**src/rtl/nand_bridge_pkg.sv**
```systemverilog
package nand_bridge_pkg;
  localparam int BUS_W  = 32;
  localparam int BYTE_W = 8;

  // register window offsets
  localparam int OFS_LINE_LO = 'h00;
  localparam int OFS_LINE_HI = 'h04;
  localparam int OFS_COLUMN  = 'h08;
  localparam int OFS_COUNT   = 'h0C;
  localparam int OFS_CLEAR   = 'h10;
  localparam int OFS_DATA    = 'h14;
  localparam int OFS_CTRL    = 'h18;

  // control register bit positions
  localparam int CB_CE0  = 0;
  localparam int CB_CLE  = 1;
  localparam int CB_ALE  = 2;
  localparam int CB_WP   = 3;
  localparam int CB_CE1  = 4;
  localparam int CB_RDY  = 5;

  typedef enum logic [2:0] {
    SEL_NONE, SEL_LINE_LO, SEL_LINE_HI, SEL_COLUMN,
    SEL_COUNT, SEL_CLEAR, SEL_DATA, SEL_CTRL
  } reg_sel_e;
endpackage

```
**src/rtl/nand_ecc_accum.sv**
```systemverilog
module nand_ecc_accum #(
  parameter int DATA_W = 8,
  parameter int LP_W   = 8,
  parameter int CNT_W  = 16
) (
  input  logic                  clk,
  input  logic                  rst,
  input  logic                  clr,
  input  logic                  feed,
  input  logic [DATA_W-1:0]     din,
  output logic [CNT_W-1:0]      count,
  output logic [LP_W-1:0]       lp_even,
  output logic [LP_W-1:0]       lp_odd,
  output logic [2*$clog2(DATA_W)-1:0] col_par
);
  localparam int GRPS = $clog2(DATA_W);

  logic                byte_par;
  logic [2*GRPS-1:0]   col_hit;
  logic [LP_W-1:0]     idx;

  assign byte_par = ^din;
  assign idx      = count[LP_W-1:0];

  // column contribution of this byte: per position group, XOR of bits
  // whose position has that address bit clear (even) or set (odd)
  always_comb begin
    col_hit = '0;
    for (int g = 0; g < GRPS; g++) begin
      for (int j = 0; j < DATA_W; j++) begin
        if (((j >> g) & 1) == 1) col_hit[2*g+1] = col_hit[2*g+1] ^ din[j];
        else                     col_hit[2*g]   = col_hit[2*g]   ^ din[j];
      end
    end
  end

  always_ff @(posedge clk) begin
    if (rst || clr) begin
      count   <= '0;
      lp_even <= '0;
      lp_odd  <= '0;
      col_par <= '0;
    end else if (feed) begin
      count   <= count + 1'b1;
      lp_even <= lp_even ^ ({LP_W{byte_par}} & ~idx);
      lp_odd  <= lp_odd  ^ ({LP_W{byte_par}} &  idx);
      col_par <= col_par ^ col_hit;
    end
  end
endmodule

```
**src/rtl/nand_read_mux.sv**
```systemverilog
module nand_read_mux
  import nand_bridge_pkg::*;
#(
  parameter int LP_W  = 8,
  parameter int COL_W = 6
) (
  input  reg_sel_e          sel,
  input  logic [7:0]        ctl_q,
  input  logic              rb,
  input  logic [7:0]        din,
  input  logic [7:0]        count_lo,
  input  logic [LP_W-1:0]   lp_even,
  input  logic [LP_W-1:0]   lp_odd,
  input  logic [COL_W-1:0]  col_par,
  output logic [7:0]        rbyte
);
  localparam int HALF = LP_W / 2;

  logic [LP_W-1:0] line_lo, line_hi;

  // even half on even bit positions, odd half on odd positions
  for (genvar k = 0; k < HALF; k++) begin : g_ilv
    assign line_lo[2*k]   = lp_even[k];
    assign line_lo[2*k+1] = lp_odd[k];
    assign line_hi[2*k]   = lp_even[k+HALF];
    assign line_hi[2*k+1] = lp_odd[k+HALF];
  end

  always_comb begin
    rbyte = '0;
    case (sel)
      SEL_LINE_LO: rbyte = line_lo[7:0];
      SEL_LINE_HI: rbyte = line_hi[7:0];
      SEL_COLUMN:  rbyte = 8'(col_par);
      SEL_COUNT:   rbyte = count_lo;
      SEL_DATA:    rbyte = din;
      SEL_CTRL:    rbyte = {ctl_q[7:CB_RDY+1], rb, ctl_q[CB_RDY-1:0]};
      default:     rbyte = '0;
    endcase
  end
endmodule

```
**src/rtl/nand_bridge.sv**
```systemverilog
module nand_bridge
  import nand_bridge_pkg::*;
#(
  parameter int ADDR_W = 6,
  parameter int LP_W   = 8,
  parameter int CNT_W  = 16
) (
  input  logic              clk,
  input  logic              rst,
  input  logic              bus_req,
  input  logic              bus_we,
  input  logic              bus_word,
  input  logic [ADDR_W-1:0] bus_addr,
  input  logic [31:0]       bus_wdata,
  output logic [31:0]       bus_rdata,
  output logic              bus_rvalid,
  output logic              bus_busy,
  output logic              nand_ce,
  output logic              nand_cle,
  output logic              nand_ale,
  output logic              nand_wp,
  output logic [7:0]        nand_dout,
  output logic              nand_wstb,
  output logic              nand_rstb,
  input  logic [7:0]        nand_din,
  input  logic              nand_rb
);
  localparam int COL_W = 2 * $clog2(BYTE_W);

  reg_sel_e          sel;
  logic              acc, rd, wr, io_wr, io_rd, word_start, clr, feed;
  logic [7:0]        ctl_q, rbyte, feed_byte;
  logic [CNT_W-1:0]  count;
  logic [LP_W-1:0]   lp_even, lp_odd;
  logic [COL_W-1:0]  col_par;
  logic              busy_q;
  logic              unused_bits;

  assign unused_bits = ^{bus_wdata[31:8], count[CNT_W-1:8]};

  always_comb begin
    case (bus_addr)
      ADDR_W'(OFS_LINE_LO): sel = SEL_LINE_LO;
      ADDR_W'(OFS_LINE_HI): sel = SEL_LINE_HI;
      ADDR_W'(OFS_COLUMN):  sel = SEL_COLUMN;
      ADDR_W'(OFS_COUNT):   sel = SEL_COUNT;
      ADDR_W'(OFS_CLEAR):   sel = SEL_CLEAR;
      ADDR_W'(OFS_DATA):    sel = SEL_DATA;
      ADDR_W'(OFS_CTRL):    sel = SEL_CTRL;
      default:              sel = SEL_NONE;
    endcase
  end

  assign acc        = bus_req && !busy_q;
  assign rd         = acc && !bus_we;
  assign wr         = acc &&  bus_we;
  assign io_wr      = wr && (sel == SEL_DATA);
  assign io_rd      = rd && (sel == SEL_DATA);
  assign word_start = io_rd && bus_word;
  assign clr        = wr && (sel == SEL_CLEAR);

  // strobes are combinational so a byte moves in the request cycle
  assign nand_wstb = io_wr;
  assign nand_dout = bus_wdata[7:0];
  assign nand_rstb = io_rd || busy_q;
  assign feed      = nand_wstb || nand_rstb;
  assign feed_byte = nand_wstb ? bus_wdata[7:0] : nand_din;
  assign bus_busy  = busy_q;

  // control register and registered flash pins
  always_ff @(posedge clk) begin
    if (rst) begin
      ctl_q    <= '0;
      nand_ce  <= 1'b0;
      nand_cle <= 1'b0;
      nand_ale <= 1'b0;
      nand_wp  <= 1'b0;
    end else if (wr && sel == SEL_CTRL) begin
      ctl_q    <= bus_wdata[7:0] & ~(8'd1 << CB_RDY);
      nand_ce  <= bus_wdata[CB_CE0] | bus_wdata[CB_CE1];
      nand_cle <= bus_wdata[CB_CLE];
      nand_ale <= bus_wdata[CB_ALE];
      nand_wp  <= bus_wdata[CB_WP];
    end
  end

  nand_ecc_accum #(.DATA_W(BYTE_W), .LP_W(LP_W), .CNT_W(CNT_W)) u_ecc (
    .clk     (clk),
    .rst     (rst),
    .clr     (clr),
    .feed    (feed),
    .din     (feed_byte),
    .count   (count),
    .lp_even (lp_even),
    .lp_odd  (lp_odd),
    .col_par (col_par)
  );

  nand_read_mux #(.LP_W(LP_W), .COL_W(COL_W)) u_mux (
    .sel      (sel),
    .ctl_q    (ctl_q),
    .rb       (nand_rb),
    .din      (nand_din),
    .count_lo (count[7:0]),
    .lp_even  (lp_even),
    .lp_odd   (lp_odd),
    .col_par  (col_par),
    .rbyte    (rbyte)
  );

  // read return path, two-phase for a word read of the data port
  always_ff @(posedge clk) begin
    if (rst) begin
      bus_rdata  <= '0;
      bus_rvalid <= 1'b0;
      busy_q     <= 1'b0;
    end else begin
      bus_rvalid <= 1'b0;
      if (busy_q) begin
        bus_rdata[23:16] <= nand_din;
        busy_q           <= 1'b0;
        bus_rvalid       <= 1'b1;
      end else if (rd) begin
        bus_rdata <= {24'd0, rbyte};
        if (word_start) busy_q     <= 1'b1;
        else            bus_rvalid <= 1'b1;
      end
    end
  end
endmodule

```
**config.mk**
```make
export PLATFORM = sky130hd
export DESIGN_NAME = nand_bridge
export DESIGN_NICKNAME = d
export VERILOG_FILES = /design/src/rtl/nand_bridge_pkg.sv /design/src/rtl/nand_ecc_accum.sv /design/src/rtl/nand_read_mux.sv /design/src/rtl/nand_bridge.sv
export SDC_FILE = /design/constraint.sdc
export NUM_CORES = 1
export LEC_CHECK = 0
export BUFFER_PORTS_ARGS = -buffer_cell sky130_fd_sc_hd__buf_2
export CAP_MARGIN = 10
export CORE_MARGIN = 2
export CORE_UTILIZATION = 45
export CTS_BUF_LIST = sky130_fd_sc_hd__clkbuf_2
export DETAILED_ROUTE_END_ITERATION = 10
export PLACE_DENSITY = 0.73
export SLEW_MARGIN = 20
export SYNTH_ARGS = -nofsm -noshare
export SYNTH_HDL_FRONTEND = slang
export SYNTH_SLANG_ARGS = --single-unit
```
**constraint.sdc**
```tcl
create_clock -name clk -period 2 [get_ports clk]
set_input_delay 0.1 -clock clk [delete_from_list [all_inputs] [get_ports clk]]
set_output_delay 0.1 -clock clk [all_outputs]
set_load 0.02 [all_outputs]
```
; Word level (Yosys, flattened, before mapping)
; Index checks and enable logic that the tools add are counted.
[op_classes]
reduce_logical = 18
n_eq_ne = 13
muxes = 9
n_addsub = 1
n_bitwise = 26
[ops]
columns = cell, count
row1 = 8-bit case mux with 6 select lines, 1
row2 = 24-bit two-way mux, 1
row3 = 3-bit case mux with 7 select lines, 1
row4 = "6-bit by 5-bit equality test with 1-bit output, second input constant", 3
row5 = 1-bit XOR, 17
row6 = "16-bit by 1-bit adder with 16-bit output, second input constant", 1
row7 = 8-bit bitwise AND, 2
row8 = 8-bit two-way mux, 2
row9 = 8-bit XOR, 2
row10 = "3-bit equality test, second input constant", 4
row11 = "6-bit by 4-bit equality test with 1-bit output, second input constant", 2
row12 = 1-bit logical AND, 8
row13 = 8-bit NOT, 1
row14 = 8-bit parity, 1
row15 = "3-bit by 2-bit equality test with 1-bit output, second input constant", 2
row16 = "6-bit by 3-bit equality test with 1-bit output, second input constant", 1
row17 = 6-bit logical NOT, 1
row18 = 6-bit XOR, 1
row19 = 1-bit two-way mux, 4
row20 = "3-bit by 1-bit equality test with 1-bit output, second input constant", 1
row21 = 1-bit logical OR, 3
row22 = 3-bit OR reduction, 1
row23 = 1-bit logical NOT, 2
row24 = 1-bit NOT, 2
row25 = 3 further kinds, 3
[word_totals]
input_bits = 52
ff_bits = 67
out_inout_bits = 48

; Depth between registers and ports, before layout
; Gate-level depths: netlist of the first run.
[logic_depth]
depth_word = 9
ltp_mapped = 8
depth_no_buf = 7

; Cells and area by module
; From an unflattened synthesis of the first run, not the netlist that was laid out.
[unflattened]
cells_unflattened = 411
area_unflattened_um2 = 3647.2
[modules_own_cells]
columns = module, area_each_um2, instances, cells_each
row1 = nand_ecc_accum, 1774.2, 1, 200
row2 = nand_bridge, 1397.6, 1, 162
row3 = nand_read_mux, 475.5, 1, 49

; Worst setup path before layout of the first run
; Ideal clock, no wire load.
[synth_path]
path_type = reg2reg
from = reg busy_q, in the netlist bus_busy
to = reg u_ecc.lp_even[1]
t_arrival_ns = 1.688
stages_incl_launch_ff = 7
required_time_ns = 1.928
slack_ns = 0.240
cell_sequence = dfxtp_1 -> and3b_1 -> nand4_4 -> buf_6 -> or3_1 -> o32ai_1 -> mux2i_1
[synth_between]
elab_chain_len = 8
[synth_rtl]
columns = element, line_no
row1 = start: declaration, nand_bridge.sv:36  ; logic busy_q;
row2 = start signal: assignment, nand_bridge.sv:116  ; busy_q <= 1'b0;
row3 = start signal: assignment, nand_bridge.sv:121  ; busy_q <= 1'b0;
row4 = start signal: assignment, nand_bridge.sv:125  ; if (word_start) busy_q <= 1'b1;
row5 = 1-bit logical NOT, nand_bridge.sv:54  ; assign acc = bus_req && !busy_q;
row6 = 1-bit logical AND, nand_bridge.sv:54
row7 = 1-bit logical AND, nand_bridge.sv:56  ; assign wr = acc && bus_we;
row8 = 1-bit logical AND, nand_bridge.sv:57  ; assign io_wr = wr && (sel == SEL_DATA);
row9 = 8-bit two-way mux, nand_bridge.sv:67  ; assign feed_byte = nand_wstb ? bus_wdata[7:0] : nand_din;
row10 = 8-bit parity, nand_ecc_accum.sv:22  ; assign byte_par = ^din;
row11 = 8-bit bitwise AND, nand_ecc_accum.sv:45  ; lp_even <= lp_even ^ ({LP_W{byte_par}} & ~idx);
row12 = 8-bit XOR, nand_ecc_accum.sv:45
row13 = end signal: assignment, nand_ecc_accum.sv:45
row14 = end: declaration, nand_ecc_accum.sv:12  ; output logic [LP_W-1:0] lp_even,
; Several ways; a longest one is shown, not always the timed one.
; A chain may end at the register's enable or synchronous reset.

; Worst setup path in the final report of the first run
[layout_path]
from = reg busy_q, in the netlist bus_busy
to = out nand_rstb
[layout_between]
elab_chain_len = 5
[layout_rtl]
columns = element, line_no
row1 = 1-bit logical NOT, nand_bridge.sv:54
row2 = 1-bit logical AND, nand_bridge.sv:54
row3 = 1-bit logical AND, nand_bridge.sv:55  ; assign rd = acc && !bus_we;
row4 = 1-bit logical AND, nand_bridge.sv:58  ; assign io_rd = rd && (sel == SEL_DATA);
row5 = 1-bit logical OR *, nand_bridge.sv:65  ; assign nand_rstb = io_rd || busy_q;
row6 = end: declaration, nand_bridge.sv:24  ; output logic nand_rstb,
; Mark *: on every way between the ends. The rest lies on a longest branch, timed or not.

==> reports/metrics.cfg, run 1 <==
[status]
outcome = finished clean

[route]
highest_layer = met4
drc = 0
wl_mm = 9.42
vias = 3258
wl_per_cell_um = 16.1
ant_nets = 0
avgViaCountPerCell = 5.59
routed-wl-met2_mm = 4.38
drtPass1Iterations = 5
wl_met3_um = 623
drt-met1-wl_mm = 4.09
drt_iter0_drc = 313

[job]
cap_violations = 0

[synthesis]
synth_area_leader_cell = dfxtp_1
synth_flop_cell = dfxtp_1
async_reset_ff_frac = 0
netlist_instances = 413
ys_top_cells_by_count = dfxtp_1 (56), mux2i_1 (42), nand2_1 (37)
yosysUniqueCellTypes = 50
ys_seq_area_frac = 0.321
syn-cell-area_mm2 = 0.00349
synth_edf_count = 0
synth.area.top_cells = dfxtp_1 (32%), mux2i_1 (12%), xnor2_1 (6.0%)
yosys.area.top_type_share = 0.321
ys_warn_count = 0
syn_area_per_cell_um2 = 8.45
ys_seq_elements = 56
synth.most_common_cell = dfxtp_1

[final_layout]
area_growth_pct = 16.1
register_area_mm2 = 0.00112
multi_input_area_mm2 = 0.00211
antennaDiodeCount = 0
final_area_mm2 = 0.00405
nNetsFinal = 533
drive_gt1_frac = 0.220
nFillCells = 703

[floorplanning]
dieArea_mm2 = 0.00848
die_w_um = 92.1
die_h_um = 92.1
rows = 32
initial_core_util = 0.459
fp.coreArea_mm2 = 0.00761
boundaryPins = 100

[hold_path]
hold_depth = 4
hold_start = nand_din[6]
hold_path_end = bus_rdata[22]
worstHoldPathType = input port to flop

[timing]
fin_skew_ns = 0.00702
fmax_ghz = 0.522
fin_crit_ns = 1.91
rsz0062_at_grt = no
hold_slack_ns = 0.00599
hold_violations = 0
finalMaxSlewViolations = 0
tns_ns = 0
worst_slack_ns = 0.0855
worst_pin_slew_ns = 0.801
slew-limit-headroom = 0.463
setup_viol = 0
fin_crit_sh = 0.957

[critical_path]
r2r_slack_ns = 0.14
endpoint_kind = output port
worst_setup_path_start_kind = flop
rr_startpoint = bus_busy
r2r_cells = 6
r2r-end = u_ecc.lp_even[1]
crit_type = flop to output port
path_max_fanout = 8
worstPathArrival_ns = 1.81
required_ns = 1.90

[global_routing]
overflow = 0
grt_max_degree = 33
grt_pass1_vias = 2965
antenna_found_initial = 0
grt_pass1_wl_mm = 14.7
global_route.usage.total = 0.217

[pwr]
power.density_mw_per_mm2 = 528
total_power_mw = 2.14
leakage_nw = 1.63
ir_worst_vdd_mv = 0.294

[placed_design]
place_congestion = 0.861
placed_area_mm2 = 0.00381
io_buffers = 59
dpl.hpwl_mm = 6.59
pre_cts_ws_ns = 0.0396

[clock_tree]
htreeDepth = 2
cts_buffer_depth = 2
clkTransAtPathRegs_ns = 0.31
cts_made_buffers = 5
clk_latency_ns = 0.48
root_buffer = clkbuf_2
cts_tree = done
cts.sinks = 56

## state kept, by name (all words and copies together) (netlist names)
signal / cells
bus_rvalid: 1
ctl_q: 7
u_ecc.col_par: 6
u_ecc.lp_even: 8
u_ecc.lp_odd: 8
nand_ce: 1
bus_busy: 1
u_ecc.count: 8
bus_rdata: 16
## cell families (layout without fill, tap and decap cells)
kind of cell,Yosys count,in the layout,synth area share
muxes,43,43,0.124
xor gates and xnor gates,36,36,0.0904
and+or+nand+nor,145,145,0.228
buffers and inverters,56,109,0.0954
other,1,16,0.00107
DFF,56,56,0.321
AOI/OAI and AO/OA,75,75,0.137
adders and majority gates,1,1,0.00358
## repair_timing
item,4_1_cts,5_1_grt
hold buffers,16,0
gates resized for setup,3,0
setup endpoints to repair,2,2
pin swaps,0,1
endpoints found under the hold margin,17,0
buffers inserted,0,3
## report_power, final
group | switching (mW) | internal, mW | total (mW)
sequential | 0.00249 | 1.13 | 1.13
combinational | 0.316 | 0.187 | 0.503
clock | 0.409 | 0.0984 | 0.507
## final cells by class
| cell class | count | area share |
|---|---|---|
| timing repair buffer | 97 | 0.153 |
| sequential | 56 | 0.277 |
| clock inverter | 3 | 0.00679 |
| multi-input combinational | 316 | 0.521 |
| clock buffer | 5 | 0.00618 |
| tap | 102 | 0.0315 |
| inverter | 4 | 0.00463 |
## through the flow
step	util	std cells
4_1_cts	0.530	580
5_1_grt	0.533	583
6_report	0.533	583
3_3_place_gp	0.500	556
2_1_floorplan	-	428
3_5_place_dp	0.500	556
## how the worst max path moves through the flow
stage,start,cells after the start,slack [ns],to
finish,bus_busy,5,0.09,nand_rstb
global route,bus_busy,5,0.03,nand_rstb
CTS,bus_busy,5,-0.03,nand_rstb
detailed placement,bus_addr[5],7,0.04,u_ecc.col_par[0]
global placement,nand_din[3],6,-0.05,u_ecc.lp_odd[0]
floorplan,bus_busy,6,0.24,u_ecc.lp_even[1]
## critical path: stages, from the launching register on
cell      delay (ns)
dfxtp_1         0.39
and3b_1         0.27
nand4_4         0.19
nand2_4         0.16
clkinv_2        0.13
buf_2           0.19
## layout by cell type, fill, tap and decap left out, drive strengths merged, types with 12 or more instances in the layout
cell type    count
conb            16
nand2b          17
a21oi           26
xnor2           24
or3             16
nor2            29
nand2           38
buf             81
o21ai           13
dlygate4sd3     16
dfxtp           56
mux2i           42
xor2            12
o22ai           13
## routing by layer
layer	vias up	track usage
met1	1533	0.281
li1	1547	-
met2	149	0.357
met5	-	0
met3	29	0.0329
met4	0	0.0970
Power figures use the tool's default switching activity.
==> run 2, diff against run 1 <==
--- a/config.mk
+++ b/config.mk
@@ -5,6 +5,7 @@
 export SDC_FILE = /design/constraint.sdc
 export NUM_CORES = 1
 export LEC_CHECK = 0
+export ABC_AREA = 0
 export BUFFER_PORTS_ARGS = -buffer_cell sky130_fd_sc_hd__buf_2
 export CAP_MARGIN = 10
 export CORE_MARGIN = 2
@@ -12,6 +13,7 @@
 export CTS_BUF_LIST = sky130_fd_sc_hd__clkbuf_2
 export DETAILED_ROUTE_END_ITERATION = 10
 export PLACE_DENSITY = 0.73
+export SETUP_SLACK_MARGIN = 0.2
 export SLEW_MARGIN = 20
 export SYNTH_ARGS = -nofsm -noshare
 export SYNTH_HDL_FRONTEND = slang
==> run 2 against run 1 <==
Compared with the run above:
- sequential cell count unchanged
- core utilization increased by 1.9 points
- highest routed layer unchanged
- clock-buffer cell count unchanged
- final cell count increased by 0.69%
- clock skew increased by 0.013 ns
==> reports/metrics.cfg, run 2 (same netlist as run 1, synthesis figures left out) <==
[final_layout]
area_growth_pct = 20.2
final_cell_mix = buf_2 (58), dfxtp_1 (55), mux2i_1 (42)
drive_gt1_frac = 0.256  ; +0.0353
antennaDiodeCount = 0  ; unchanged
final_util = 0.551  ; +0.0188
nNetsFinal = 537  ; +0.75%
largest_reg_flops = 16  ; unchanged
mostFrequentLayoutCell = buf_2
top_register = bus_rdata

[floorplanning]
boundaryPins = 100  ; unchanged
die_w_um = 92.1  ; unchanged
rows = 32  ; unchanged
dieArea_mm2 = 0.00848  ; unchanged
die_h_um = 92.1  ; unchanged
initial_core_util = 0.459  ; unchanged
fp.coreArea_mm2 = 0.00761  ; unchanged

[critical_path]
r2r_cells = 6  ; unchanged
crit_type = flop to flop
endpoint_kind = flop
cp-startpoint = bus_busy
path_max_fanout = 7  ; -1
slowest_stage = dfxtp_2
r2r_slack_ns = 0.17  ; +0.03 ns
required_ns = 2.42  ; +0.52 ns
path_cells = and3b_2 > nand4_4 > buf_6 > or3_1 > o32ai_2 > mux2i_1
rr_startpoint = bus_busy
r2r-end = u_ecc.lp_even[1]
worstPathArrival_ns = 2.25  ; +0.44 ns
cpPeakStageDelay_ns = 0.39  ; about the same
endpoint = u_ecc.lp_even[1]
worst_setup_path_start_kind = flop

[timing]
worst_pin_slew_ns = 0.626  ; -0.176 ns
finalMaxSlewViolations = 0  ; unchanged
setup_viol = 0  ; unchanged
slew-limit-headroom = 0.583  ; +0.120
fin_crit_ns = 1.83  ; -0.0864 ns
fin_skew_ns = 0.0197  ; +0.0126 ns
hold_violations = 0  ; unchanged
fmax_ghz = 0.547  ; +4.7%
rsz0062_at_grt = yes
tns_ns = 0  ; unchanged
fin_crit_sh = 0.914  ; -0.0432

[route]
wl_mm = 9.45  ; +0.37%
drc = 0  ; unchanged
avgViaCountPerCell = 5.57  ; -0.41%
drtPass1Iterations = 4  ; -1
wl_per_cell_um = 16.1  ; -0.31%
drt_iter0_drc = 237  ; -24%
ant_nets = 0  ; unchanged
vias = 3267  ; +0.28%

[pwr]
ir_worst_vdd_mv = 0.294  ; +0.24%
power.density_mw_per_mm2 = 522  ; -1.2%
leakage_nw = 1.67  ; +3.0%

[global_routing]
met3_usage = 0.0378  ; +0.00493
top_usage_layer = met2
global_route.usage.total = 0.218  ; +0.00121
grt_max_degree = 33  ; unchanged
grt_pass1_vias = 3014  ; +1.7%
grt_pass1_wl_mm = 14.8  ; +0.89%
overflow = 0  ; unchanged
antenna_found_initial = 0  ; unchanged
met2_usage = 0.349  ; -0.00735
met1_usage = 0.281  ; -0.000509

[hold_path]
worstHoldPathType = input port to flop

[clock_tree]
cts_made_buffers = 5  ; unchanged
clkTransAtPathRegs_ns = 0.32  ; about the same
cts.sinks = 56  ; unchanged
htreeDepth = 2  ; unchanged
root_buffer = clkbuf_2
cts_tree = done
cts_buffer_depth = 2  ; unchanged
clk_latency_ns = 0.48  ; about the same

[job]
cap_violations = 0  ; unchanged

[placed_design]
io_buffers = 59  ; unchanged
dpl.hpwl_mm = 6.59  ; unchanged
place_congestion = 0.861  ; unchanged

[status]
outcome = finished clean

run 2: through the flow:
| stage | setup WS (ns) | cell area (um2) | hold slack, ns | instances | total power, mW |
|---|---|---|---|---|---|
| 2_1_floorplan | 0.240 | 3550 | 0.237 | 428 | 1.49 |
| 3_3_place_gp | -0.0499 | 3800 | 0.389 | 556 | 1.59 |
| 3_5_place_dp | 0.0396 | 3810 | 0.392 | 556 | 1.61 |
| 4_1_cts | 0.186 | 4090 | 0.00282 | 583 | 2.14 |
| 5_1_grt | 0.138 | 4190 | 0.00804 | 587 | 2.28 |
| 6_report | 0.172 | 4190 | 0.00302 | 587 | 2.19 |
run 2: worst max-delay path: cells and delay by family, from the launching register on:
| kind | cells | cell delay (ns) |
|---|---|---|
| AND/OR/NAND/NOR | 3 | 0.79 |
| flip-flops | 1 | 0.39 |
| multiplexers | 1 | 0.24 |
| buffers and inverters | 1 | 0.19 |
| AO/OA/AOI/OAI | 1 | 0.15 |
run 2: final cells by class:
cell class                 instances  area, um2
inverter                           4       22.5
fill                             680       3410
timing repair buffer             101        661
sequential                        56       1120
multi-input combinational        316       2210
clock inverter                     3       27.5
tap                              102        128
clock buffer                       5       25.0
run 2: timing repair:
action	in CTS	in global routing
gates resized for setup	11	11
pin swaps	2	10
endpoints found under the hold margin	17	0
endpoints found under the setup margin	6	21
cloned	0	0
setup buffers	3	4
hold buffers	16	0
run 2: how the worst min path moves through the flow:
stage,to,from,depth (start not counted)
4_1_cts,bus_rdata[22],nand_din[6],4
3_3_place_gp,bus_busy,bus_word,2
6_report,bus_rdata[22],nand_din[6],4
5_1_grt,bus_rdata[22],nand_din[6],4
3_5_place_dp,bus_busy,bus_word,2
2_1_floorplan,bus_rdata[18],nand_din[2],2
run 2: metal layers:
layer,vias to the layer above,part of all wire
li1,1555,-
met5,-,0
met2,148,0.47
met3,31,0.073
met4,0,0.038
met1,1533,0.42
run 2: report_power, final:
| group | internal (mW) | switching (mW) | leakage [nW] |
|---|---|---|---|
| clock network | 0.0982 | 0.403 | 0.0311 |
| registers | 1.13 | 0.00254 | 0.452 |
| logic | 0.210 | 0.348 | 1.19 |
| total | 1.43 | 0.754 | 1.67 |
==> run 3, diff against run 2 <==
--- a/config.mk
+++ b/config.mk
@@ -12,7 +12,7 @@
 export CORE_UTILIZATION = 45
 export CTS_BUF_LIST = sky130_fd_sc_hd__clkbuf_2
 export DETAILED_ROUTE_END_ITERATION = 10
-export PLACE_DENSITY = 0.73
+export PLACE_DENSITY = 0.75
 export SETUP_SLACK_MARGIN = 0.2
 export SLEW_MARGIN = 20
 export SYNTH_ARGS = -nofsm -noshare
==> constraint.sdc (replaced) <==
create_clock -name clk -period 1.54 [get_ports clk]
set_input_delay 0.077 -clock clk [delete_from_list [all_inputs] [get_ports clk]]
set_output_delay 0.077 -clock clk [all_outputs]
set_load 0.02 [all_outputs]
==> run 3 against run 2 <==
Compared with the run above:
- the run now ends with negative setup slack left
- largest power group unchanged
- register-to-register slack worse by 0.48 ns
- setup slack worse by 0.48 ns
- global-route usage up 2.4 points
- sequential power up 29%
- cell area up 14%
- largest cell class unchanged
- combinational power up 60%
- sequential cell count unchanged
- first-iteration DRC count up 19%
- die area unchanged
- sequential share of layout area down 3.2 points
- core utilization up 7.6 points
- non-clock buffer count up 32
==> reports/metrics.cfg, run 3 (same netlist as run 1, synthesis figures left out) <==
[pwr]
power.density_mw_per_mm2 = 619  ; +19%
ir_worst_vdd_mv = 0.522  ; +77%
leakage_nw = 1.88  ; +12%
total_power_mw = 2.96  ; +35%

[placed_design]
dpl.hpwl_mm = 6.96  ; +5.6%
place_congestion = 0.830  ; -3.6%
placed_area_mm2 = 0.00419  ; +10%
io_buffers = 59  ; unchanged

[final_layout]
final_area_mm2 = 0.00477  ; +14%
mostFrequentLayoutCell = buf_2
antennaDiodeCount = 0  ; unchanged
drive_gt1_frac = 0.387  ; +0.131
largest_reg_flops = 16  ; unchanged
top_register = bus_rdata
nFillCells = 611  ; -10%
area_growth_pct = 36.8
final_cell_mix = buf_2 (57), dfxtp_1 (55), buf_4 (43)
nNetsFinal = 569  ; +6.0%

[global_routing]
grt_max_degree = 33  ; unchanged
overflow = 0  ; unchanged
top_usage_layer = met2
met2_usage = 0.422  ; +0.0729
met3_usage = 0.0345  ; -0.00329
antenna_found_initial = 0  ; unchanged
grt_pass1_wl_mm = 16.6  ; +12%
global_route.usage.total = 0.242  ; +0.0243
grt_pass1_vias = 3389  ; +12%
met1_usage = 0.314  ; +0.0332

[timing]
rsz0062_at_grt = yes
worst_slack_ns = -0.312  ; -0.484 ns
setup_viol = 33  ; +33
fmax_ghz = 0.540  ; -1.3%
slew-limit-headroom = 0.621  ; +0.0380
tns_ns = -4.89  ; -4.89 ns
worst_pin_slew_ns = 0.568  ; -0.0577 ns
hold_violations = 0  ; unchanged
fin_skew_ns = 0.0183  ; -0.00138 ns
fin_crit_sh = 1.20  ; +0.288
hold_slack_ns = 0.0472  ; +0.0442 ns
finalMaxSlewViolations = 0  ; unchanged
fin_crit_ns = 1.85  ; +0.0235 ns

[critical_path]
crit_type = flop to flop
r2r-end = u_ecc.col_par[5]
r2r_slack_ns = -0.31  ; -0.48 ns
r2r_cells = 7  ; +1
cp-startpoint = bus_busy
slowest_stage = dfxtp_4
cpPeakStageDelay_ns = 0.41  ; +0.02 ns
endpoint = u_ecc.col_par[5]
worst_setup_path_start_kind = flop
path_cells = and3b_2 > nand4_4 > buf_12 > buf_4 > mux2_2 > or3_4 > a21oi_2
endpoint_kind = flop
required_ns = 1.96  ; -0.46 ns
worstPathArrival_ns = 2.27  ; +0.02 ns
rr_startpoint = bus_busy
path_max_fanout = 8  ; +1

[route]
avgViaCountPerCell = 5.65  ; +1.5%
vias = 3496  ; +7.0%
wl_per_cell_um = 17.2  ; +6.5%
drc = 0  ; unchanged
drt_iter0_drc = 281  ; +19%
drtPass1Iterations = 5  ; +1
wl_mm = 10.6  ; +12%
ant_nets = 0  ; unchanged

[clock_tree]
root_buffer = clkbuf_2
htreeDepth = 2  ; unchanged
cts.sinks = 56  ; unchanged
cts_made_buffers = 5  ; unchanged
cts_tree = done
cts_buffer_depth = 2  ; unchanged
clkTransAtPathRegs_ns = 0.30  ; -0.02 ns
clk_latency_ns = 0.46  ; -0.02 ns

[floorplanning]
rows = 32  ; unchanged
initial_core_util = 0.459  ; unchanged
die_w_um = 92.1  ; unchanged
boundaryPins = 100  ; unchanged
dieArea_mm2 = 0.00848  ; unchanged
fp.coreArea_mm2 = 0.00761  ; unchanged
die_h_um = 92.1  ; unchanged

[job]
cap_violations = 0  ; unchanged

[hold_path]
worstHoldPathType = input port to flop
hold_depth = 4  ; unchanged

[status]
outcome = finished with violations
violations = negative setup slack

## run 3: cell count changes in the layout (fill, tap and decap cells not counted), moves of 5 or more
cell	before	now
a21oi_1	25	12
a21oi_2	1	13
buf_12	0	5
buf_4	25	43
buf_6	2	13
nand3_1	9	0
nand3_2	0	7
o21ai_0	13	7
o21ai_1	0	5
o22ai_1	13	6
o22ai_2	0	6
## run 3: what timing repair did
item | CTS | global route
resized for setup | 36 | 25
hold buffers | 15 | 0
hold endpoints to repair | 16 | 0
cloned | 0 | 1
pin swaps | 25 | 9
endpoints found under the setup margin | 50 | 56
setup buffers | 9 | 1
## run 3: worst min-delay path by stage
stage / startpoint / endpoint / slack (ns)
after floorplan: nand_din[2] / bus_rdata[18] / 0.20
after detailed placement: bus_word / bus_busy / 0.39
final: nand_din[1] / bus_rdata[17] / 0.05
after CTS: nand_din[1] / bus_rdata[17] / 0.02
after global placement: bus_wdata[1] / ctl_q[1] / 0.38
after global routing: nand_din[1] / bus_rdata[17] / 0.009
## run 3: cell type report
type / instances / area, um2 / area share
Inverter: 4 / 20.0 / 0.00420
Tap cell: 102 / 128 / 0.0267
Multi-Input combinational cell: 316 / 2450 / 0.513
Clock buffer: 5 / 25.0 / 0.00524
Sequential cell: 56 / 1120 / 0.236
Timing Repair Buffer: 133 / 1000 / 0.211
Clock inverter: 3 / 23.8 / 0.00498
## run 3: per-layer routing
| layer | routed length (um) | vias up |
|---|---|---|
| met4 | 140 | 0 |
| met2 | 5310 | 161 |
| met5 | 0 | - |
| met3 | 701 | 22 |
| met1 | 4470 | 1693 |
| li1 | - | 1620 |
## run 3: report_power, final
part | leakage, nW | internal (mW) | switching, mW | total, mW
clock | 0.0252 | 0.113 | 0.490 | 0.603
combinational | 1.40 | 0.357 | 0.534 | 0.891
sequential | 0.452 | 1.46 | 0.00283 | 1.46
## run 3: through the flow
stage / std cells / util / worst slack [ns]
CTS: 617 / 0.610 / -0.271
finish: 619 / 0.627 / -0.312
floorplan: 428 / - / -0.103
detailed placement: 585 / 0.550 / -0.218
global placement: 585 / 0.550 / -0.161
global route: 619 / 0.627 / -0.352
## run 3: worst max-delay path, delay by kind of cell (launching register included)
kind / cells / cell delay [ns]
buffers and inverters: 2 / 0.31
AOI/OAI and AO/OA: 1 / 0.11
and+or+nand+nor: 3 / 0.71
muxes: 1 / 0.28
DFF: 1 / 0.41
